`config.mk`:
```
export PLATFORM = sky130hd
export DESIGN_NAME = packed_pixel_window
export DESIGN_NICKNAME = d
export VERILOG_FILES = /design/src/rtl/ppw_pkg.sv /design/src/rtl/ppw_addr_map.sv /design/src/rtl/ppw_field_lane.sv /design/src/rtl/ppw_seq.sv /design/src/rtl/packed_pixel_window.sv
export SDC_FILE = /design/constraint.sdc
export NUM_CORES = 1
export LEC_CHECK = 0
export BUFFER_PORTS_ARGS = -buffer_cell sky130_fd_sc_hd__buf_2
export CORE_MARGIN = 4
export CORE_UTILIZATION = 52
export DETAILED_ROUTE_END_ITERATION = 12
export PLACE_DENSITY_LB_ADDON = 0.08
export RECOVER_POWER = 50
export SLEW_MARGIN = 15
export SYNTH_ARGS = -nofsm -noshare
export SYNTH_HDL_FRONTEND = slang
export SYNTH_HIERARCHICAL = 1
export SYNTH_SLANG_ARGS = --single-unit
```
`constraint.sdc`:
```
create_clock -name clk_i -period 2.2 [get_ports clk_i]
set_input_delay 0.33 -clock clk_i [delete_from_list [all_inputs] [get_ports clk_i]]
set_output_delay 0.33 -clock clk_i [all_outputs]
set_load 0.01 [all_outputs]
```
`src/rtl/ppw_pkg.sv`:
```
package ppw_pkg;
  typedef enum logic [2:0] {
    S_IDLE,
    S_FETCH,
    S_WAIT,
    S_WBACK,
    S_DONE
  } seq_state_e;
endpackage

```
`src/rtl/ppw_addr_map.sv`:
```
module ppw_addr_map #(
  parameter int ADDR_W    = 24,
  parameter int RAM_AW    = 18,
  parameter int WIN_BANK  = 'h60,
  parameter int WIN_BANKS = 32
) (
  input  logic              mode4_i,
  input  logic [ADDR_W-1:0] addr_i,
  output logic              hit_o,
  output logic [RAM_AW-1:0] byte_addr_o,
  output logic [1:0]        sel_o
);
  localparam int BANK_W = ADDR_W - 16;
  localparam int OFF_W  = 16 + $clog2(WIN_BANKS);
  localparam logic [BANK_W:0] BANK_LO = (BANK_W+1)'(WIN_BANK);
  localparam logic [BANK_W:0] BANK_HI = (BANK_W+1)'(WIN_BANK + WIN_BANKS);
  localparam logic [OFF_W-1:0] BASE_LO = OFF_W'(WIN_BANK * 65536);

  logic [BANK_W:0]  bank;
  logic [OFF_W-1:0] off;
  logic [OFF_W-1:0] byte_full;

  assign bank  = {1'b0, addr_i[ADDR_W-1:16]};
  assign hit_o = (bank >= BANK_LO) && (bank < BANK_HI);
  // window is bank-aligned, so the offset is a low-bit subtraction
  assign off       = addr_i[OFF_W-1:0] - BASE_LO;
  assign byte_full = mode4_i ? (off >> 1) : (off >> 2);
  assign sel_o     = off[1:0];

  generate
    if (RAM_AW <= OFF_W) begin : g_trunc
      assign byte_addr_o = byte_full[RAM_AW-1:0];
      if (RAM_AW < OFF_W) begin : g_drop
        logic unused_hi;
        assign unused_hi = ^byte_full[OFF_W-1:RAM_AW];
      end
    end else begin : g_ext
      assign byte_addr_o = {{(RAM_AW-OFF_W){1'b0}}, byte_full};
    end
  endgenerate
endmodule

```
`src/rtl/ppw_field_lane.sv`:
```
module ppw_field_lane #(
  parameter int DATA_W = 8
) (
  input  logic              mode4_i,
  input  logic [1:0]        sel_i,
  input  logic [DATA_W-1:0] byte_i,
  input  logic [DATA_W-1:0] wdata_i,
  output logic [DATA_W-1:0] elem_o,
  output logic [DATA_W-1:0] merged_o,
  output logic [DATA_W-1:0] mask_o
);
  localparam int SH_W = $clog2(DATA_W);

  logic [SH_W-1:0]   shift;
  logic [DATA_W-1:0] base_mask;

  assign shift     = mode4_i ? SH_W'({sel_i[0], 2'b00}) : SH_W'({sel_i, 1'b0});
  assign base_mask = mode4_i ? DATA_W'(4'hF) : DATA_W'(2'h3);
  assign mask_o    = base_mask << shift;
  assign elem_o    = (byte_i & mask_o) >> shift;
  assign merged_o  = (byte_i & ~mask_o) | ((wdata_i << shift) & mask_o);
endmodule

```
`src/rtl/ppw_seq.sv`:
```
module ppw_seq
  import ppw_pkg::*;
(
  input  logic clk_i,
  input  logic rst_ni,
  input  logic req_i,
  input  logic wr_i,
  output logic accept_o,
  output logic ram_rd_o,
  output logic cap_o,
  output logic ram_wr_o,
  output logic done_o,
  output logic idle_o,
  output logic wr_q_o
);
  seq_state_e state_q, state_d;
  logic       wr_q;

  always_comb begin
    state_d = state_q;
    unique case (state_q)
      S_IDLE:  if (req_i) state_d = S_FETCH;
      S_FETCH: state_d = S_WAIT;
      S_WAIT:  state_d = wr_q ? S_WBACK : S_DONE;
      S_WBACK: state_d = S_DONE;
      S_DONE:  state_d = S_IDLE;
      default: state_d = S_IDLE;
    endcase
  end

  always_ff @(posedge clk_i or negedge rst_ni) begin
    if (!rst_ni) begin
      state_q <= S_IDLE;
      wr_q    <= 1'b0;
    end else begin
      state_q <= state_d;
      if (accept_o) wr_q <= wr_i;
    end
  end

  assign idle_o   = (state_q == S_IDLE);
  assign accept_o = idle_o && req_i;
  assign ram_rd_o = (state_q == S_FETCH);
  assign cap_o    = (state_q == S_WAIT);
  assign ram_wr_o = (state_q == S_WBACK);
  assign done_o   = (state_q == S_DONE);
  assign wr_q_o   = wr_q;

  // one RAM read per access
  a_r7_rd_single: assert property (@(posedge clk_i) disable iff (!rst_ni)
    ram_rd_o |=> !ram_rd_o);
  // write-back only for accepted writes
  a_r7_wb_only_wr: assert property (@(posedge clk_i) disable iff (!rst_ni)
    ram_wr_o |-> wr_q);
endmodule

```
`src/rtl/packed_pixel_window.sv`:
```
module packed_pixel_window #(
  parameter int ADDR_W    = 24,
  parameter int DATA_W    = 8,
  parameter int RAM_AW    = 18,
  parameter int WIN_BANK  = 'h60,
  parameter int WIN_BANKS = 32
) (
  input  logic              clk_i,
  input  logic              rst_ni,
  input  logic              cfg_we_i,
  input  logic              cfg_mode4_i,
  input  logic [ADDR_W-1:0] cp_addr_i,
  input  logic              cp_rd_i,
  input  logic              cp_wr_i,
  input  logic [DATA_W-1:0] cp_wdata_i,
  output logic [DATA_W-1:0] cp_rdata_o,
  output logic              cp_ready_o,
  output logic [RAM_AW-1:0] ram_addr_o,
  output logic              ram_rd_o,
  output logic              ram_wr_o,
  output logic [DATA_W-1:0] ram_wdata_o,
  input  logic [DATA_W-1:0] ram_rdata_i
);
  logic              mode_q, mode_l_q;
  logic              hit, req, accept, cap, done, idle, wr_q;
  logic [RAM_AW-1:0] byte_addr, addr_q;
  logic [1:0]        sel, sel_q;
  logic [DATA_W-1:0] wdata_q, rdata_q, wbyte_q;
  logic [DATA_W-1:0] elem, merged, mask;
  logic [2:0]        busy_cnt;

  ppw_addr_map #(
    .ADDR_W(ADDR_W), .RAM_AW(RAM_AW), .WIN_BANK(WIN_BANK), .WIN_BANKS(WIN_BANKS)
  ) u_map (
    .mode4_i(mode_q), .addr_i(cp_addr_i), .hit_o(hit),
    .byte_addr_o(byte_addr), .sel_o(sel)
  );

  ppw_field_lane #(.DATA_W(DATA_W)) u_lane (
    .mode4_i(mode_l_q), .sel_i(sel_q), .byte_i(ram_rdata_i), .wdata_i(wdata_q),
    .elem_o(elem), .merged_o(merged), .mask_o(mask)
  );

  assign req = hit && (cp_rd_i || cp_wr_i);

  ppw_seq u_seq (
    .clk_i, .rst_ni, .req_i(req), .wr_i(cp_wr_i), .accept_o(accept),
    .ram_rd_o, .cap_o(cap), .ram_wr_o, .done_o(done), .idle_o(idle), .wr_q_o(wr_q)
  );

  always_ff @(posedge clk_i or negedge rst_ni) begin
    if (!rst_ni) begin
      mode_q   <= 1'b0;
      mode_l_q <= 1'b0;
      addr_q   <= '0;
      sel_q    <= '0;
      wdata_q  <= '0;
      rdata_q  <= '0;
      wbyte_q  <= '0;
    end else begin
      if (cfg_we_i) mode_q <= cfg_mode4_i;
      if (accept) begin
        mode_l_q <= mode_q;
        addr_q   <= byte_addr;
        sel_q    <= sel;
        wdata_q  <= cp_wdata_i;
      end
      if (cap && !wr_q) rdata_q <= elem;
      if (cap && wr_q)  wbyte_q <= merged;
    end
  end

  assign ram_addr_o  = addr_q;
  assign ram_wdata_o = wbyte_q;
  assign cp_ready_o  = done || (idle && !req);
  assign cp_rdata_o  = done ? rdata_q : '0;

  always_ff @(posedge clk_i or negedge rst_ni) begin
    if (!rst_ni)         busy_cnt <= '0;
    else if (cp_ready_o) busy_cnt <= '0;
    else if (busy_cnt != 3'd7) busy_cnt <= busy_cnt + 3'd1;
  end

  // a miss never starts a RAM cycle
  a_r1_no_ram_on_miss: assert property (@(posedge clk_i) disable iff (!rst_ni)
    (idle && (cp_rd_i || cp_wr_i) && !hit) |=> !ram_rd_o);
  // bits above a 2-bit element stay zero
  a_r4_zero_ext: assert property (@(posedge clk_i) disable iff (!rst_ni)
    (done && !mode_l_q) |-> (cp_rdata_o[DATA_W-1:2] == '0));
  // write-back only differs from the fetched byte inside the field
  a_r5_keep_other_bits: assert property (@(posedge clk_i) disable iff (!rst_ni)
    ram_wr_o |-> (((ram_wdata_o ^ $past(ram_rdata_i)) & ~mask) == '0));
  // write-back two cycles after the fetch
  a_r7_wb_after_fetch: assert property (@(posedge clk_i) disable iff (!rst_ni)
    ram_wr_o |-> $past(ram_rd_o, 2));
  // bus never stalls more than four cycles
  a_r7_busy_bounded: assert property (@(posedge clk_i) disable iff (!rst_ni)
    !cp_ready_o |-> (busy_cnt <= 3'd3));
endmodule

```
### Word-level counts from Yosys, hierarchy flattened

Index checks and enable logic that the tools add are counted.

* register bits: 50
* bits of input ports: 46
* output and inout port bits: 37
* word-level logic and storage cells: 42

* magnitude comparators: 2
* equality and inequality tests: 5
* shift-type cells: 3
* multiplexer cells: 7
* bitwise gates (word level): 5
* reductions and logical operators: 11

Operators by type and width (count)
* 8-bit AND: 3
* 18-bit 2-to-1 mux: 1
* 8-bit by 3-bit left shift with 8-bit output: 2
* 3-bit case mux with 4 select lines: 1
* 3-bit 2-to-1 mux: 3
* 8-bit by 7-bit >= comparator with 1-bit output (second input constant): 1
* 8-bit less-than comparator (second input constant): 1
* 8-bit 2-to-1 mux: 1
* 8-bit NOT: 1
* 8-bit OR: 1
* 8-bit by 3-bit right shift with 8-bit output: 1
* 3-bit by 2-bit equality test with 1-bit output (second input constant): 2
* 1-bit logical AND: 6
* 4-bit 2-to-1 mux: 1
* 3-bit by 1-bit equality test with 1-bit output (second input constant): 1
* 3-bit equality test (second input constant): 1
* 3-bit logical NOT: 1
* 1-bit logical NOT: 2
* 1-bit logical OR: 2
* 2-bit inequality test (second input constant): 1

### Depth between registers and ports, before layout

* word-level depth: 6
* depth in mapped cells: 6
* depth with buffers taken out: 4

### Hierarchy

Netlist, hierarchy kept.

By module, submodules not included
* packed_pixel_window: instances 1, cells each 109, area an instance 1826.8 µm², seq. area each 1151.1 µm²
* ppw_field_lane: instances 1, cells each 50, area an instance 420.4 µm², seq. area each 0.0 µm²
* ppw_addr_map: instances 1, cells each 23, area an instance 295.3 µm², seq. area each 0.0 µm²
* ppw_seq: instances 1, cells each 20, area an instance 221.5 µm², seq. area each 100.1 µm²

### Worst setup path before layout

OpenSTA, ideal clock, no wires.

* path type: input to register
* from: input cp_addr_i[23]
* to: register addr_q[0], in the netlist ram_addr_o[0]
* setup time: 0.125 ns
* data arrival time: 1.541 ns
* required time: 2.075 ns
* path slack: 0.534 ns
* cell stages on the path: 6
* path buffers: 2
* cells stage by stage: and3b_1 o21a_1 nor4b_4 buf_6 buf_6 mux2_4

* word-level cells in the longest chain between the ends: 4
* elaborated cells on any way between the ends: 5
* classes of those cells: order compare: 2; reduce/logical: 3

Ends and longest elaborated chain
* start, declared: line packed_pixel_window.sv:12 `input logic [ADDR_W-1:0] cp_addr_i,`
* 8-bit by 7-bit >= comparator with 1-bit output / 8-bit less-than comparator (equally long branches): line ppw_addr_map.sv:24 `assign hit_o = (bank >= BANK_LO) && (bank < BANK_HI);`
* 1-bit logical AND (*): line ppw_addr_map.sv:24
* 1-bit logical AND (*): line packed_pixel_window.sv:44 `assign req = hit && (cp_rd_i || cp_wr_i);`
* named net req: line packed_pixel_window.sv:25 `logic hit, req, accept, cap, done, idle, wr_q;`
* 1-bit logical AND (*): line ppw_seq.sv:42 `assign accept_o = idle_o && req_i;`
* named net accept: line packed_pixel_window.sv:25
* end signal, assigned: line packed_pixel_window.sv:64 `addr_q <= byte_addr;`
* end, declared: line packed_pixel_window.sv:26 `logic [RAM_AW-1:0] byte_addr, addr_q;`

Mark *: on every way through the listed nets, which the timed path passes. The rest lies on a longest branch.
A chain may end at the register's enable or synchronous reset.

### Final worst setup path

* from: register u_seq.state_q[2]
* to: output cp_rdata_o[1]

* word-level cells in the longest chain between the ends: 2

Ends and longest elaborated chain
* start, declared: line ppw_seq.sv:16 `seq_state_e state_q, state_d;`
* start signal, assigned: line ppw_seq.sv:36 `state_q <= state_d;`
* 3-bit equality test: line ppw_seq.sv:46 `assign done_o = (state_q == S_DONE);`
* named net done: line packed_pixel_window.sv:25
* 8-bit 2-to-1 mux: line packed_pixel_window.sv:76 `assign cp_rdata_o = done ? rdata_q : '0;`
* end, declared: line packed_pixel_window.sv:16 `output logic [DATA_W-1:0] cp_rdata_o,`

The timed path passes the listed nets, and every way through them passes these cells.

==> metrics.csv <==
metric,value,unit
Comb power frac,43.4,%
share of cells above drive strength 1,54.9,%
Clock Pin Slew Worst Setup and Hold Paths,0.08,ns
total grt overflow,0,
max-cap viol count,0,
setup violators final,0,
CTS Buffer Depth,2,
RePlAce Congestion,0.748,
worst setup margin,0.450,ns
Starting Density,54.0,%
RR Endpoint,rdata_q[0],
Die Span Y,78.3,µm
DR vias,1682,
"setup slack, reg-to-reg",0.48,ns
Std-Cell Rows,25,
clock root buffer,clkbuf_8,
post-route cell area,3050,µm²
WL met1,2.15,mm
Psw,0.00128,W
Worst Path Required,1.87,ns
first-pass GRT wire length,8.22,mm
area delta synth->final,18.8,%
reg2reg path depth,5,
initial drt markers,56,
final hold vios,0,
Rel. slew slack,26.3,%
Mean Syn Cell Area,13.7,µm²
Power Dens Cells,1260,nW/µm²
Routed wire per std cell,14.2,µm
initial antenna violation count,0,
htree depth,2,
IO Count,83,
CTS tree,yes,
sw frac,33.6,%
WP data arrival,1.42,ns
startpoint types,flip-flop,
critical path type,reg -> out,
Total GRT Usage,16.8,%
worst hold path class,in -> reg,
port buffer count,77,
met2 WL,2.29,mm
met3 routed WL,255,µm
Tcrit/Tclk final,79.6,%
Hold Crit Start,cp_addr_i[0],
Pleak,1.46,nW
cts bufs inserted,5,
largest net degree at the start of global routing,47,
Antenna Nets Post-Route,0,
"Clk Latency, worst-skew pair",0.29,ns
CTS Sinks,46,
"Slew Viols, Final",0,
Hold Path Cell Cnt,2,
CTS resizes,0,
fin util,64.1,%
via-per-instance ratio,5.02,
Synth Instances,187,
postcts setup bufs,0,
mapped cell area,2570,µm²
Worst-Margin Slew,1.10,ns
Die ar.,6120,µm²
Placement Cell Area,2960,µm²
Critical Path Fanout Max,9,
Syn. warnings,6,
post-route setup TNS,0,ns
Setup Skew,0.00499,ns
Hold Buf Count CTS,0,
DRT Pass-1 Iters,6,
Fill cells,423,
status,completed,
Diodes inserted,0,
Max Clock Freq,571,MHz
Total Wirelength,4.75,mm
min Tclk post-route,1.75,ns
RR Startpoint,u_seq/state_q[1],
unrepaired setup endpoints after global routing,false,
worst slack at placement,0.371,ns
vias in the first global route,1779,
Hold EP,sel_q[0],
HPWL Detailed,3.55,mm
DR DRC count,0,
die width,78.3,µm
Top Metal Used,met4,
Pint,0.00254,W
Crit. End Element,output pin,
area of the core,4750,µm²
worst ir drop on vdd,0.662,mV
nets,313,
Clk network pwr share,15.7,%
Flop pwr share,40.9,%
worst max-delay path: stages (launching register included):
cell and delay (ns):
dfrtp_1 0.50, nor3b_1 0.21, buf_4 0.17, and2_1 0.12
buf_2 0.12
power by group through the flow:
stage                     sequential (W)  combinational, W  clock (W)
after floorplan                  0.00162           0.00116          0
after global placement           0.00157           0.00168          0
after detailed placement         0.00158           0.00171          0
after CTS                        0.00157           0.00172   0.000629
after global routing             0.00163           0.00182   0.000663
final                            0.00156           0.00166   0.000602
stage by stage:
stage / instances / total power [W] / hold slack [ns]
2_1_floorplan: 190 / 0.00277 / 0.0344
3_3_place_gp: 327 / 0.00326 / 0.456
3_5_place_dp: 327 / 0.00330 / 0.454
4_1_cts: 335 / 0.00392 / 0.132
5_1_grt: 335 / 0.00412 / 0.263
6_report: 335 / 0.00383 / 0.269
final cells by class:
cell class	count	area (µm²)	share of cell area (%)
multi-input cells	125	1260	41.4
flip-flops and latches	46	1150	37.8
repair buffers	86	433	14.2
well taps	67	83.8	2.75
clock buffers	7	76.3	2.50
clock inverters	1	30.0	0.985
inverters	3	11.3	0.369
how the worst max path moves through the flow:
stage	slack [ns]	from	cells after the start	end
2_1_floorplan	0.55	cp_addr_i[23]	6	ram_addr_o[0]
3_3_place_gp	0.40	cp_addr_i[23]	6	ram_addr_o[17]
3_5_place_dp	0.37	cp_addr_i[23]	6	ram_addr_o[12]
4_1_cts	0.42	u_seq/state_q[2]	4	cp_rdata_o[1]
5_1_grt	0.34	u_seq/state_q[1]	5	rdata_q[7]
6_report	0.45	u_seq/state_q[2]	4	cp_rdata_o[1]
cell usage in the layout, fill, tap and decap left out, types with 3 or more instances in the layout:
cell and instances:
and2_1 8, inv_1 3, clkbuf_8 5, nor2b_1 3, conb_1 4, clkbuf_1 16, nor3_1 3, buf_4 8
a22o_1 4, buf_2 63, nor2_1 3, mux2i_1 9, dfrtp_1 46, mux2_2 43, mux2_4 21
layer usage:
metal  vias to the layer above  global-route usage, %
li1                        823                      -
met5                         -                      0
met4                         0                   5.24
met3                         6                   3.44
met2                        49                   28.2
met1                       804                   21.9
state kept, by name, indices dropped and copies added (netlist names):
register / flops
u_seq/wr_q_o: 1
ram_addr_o: 18
ram_wdata_o: 8
u_seq/state_q: 3
sel_q: 2
rdata_q: 8
mode_l_q: 1
mode_q: 1
wdata_q: 4
Note: power is estimated with default switching activity, not from simulation.
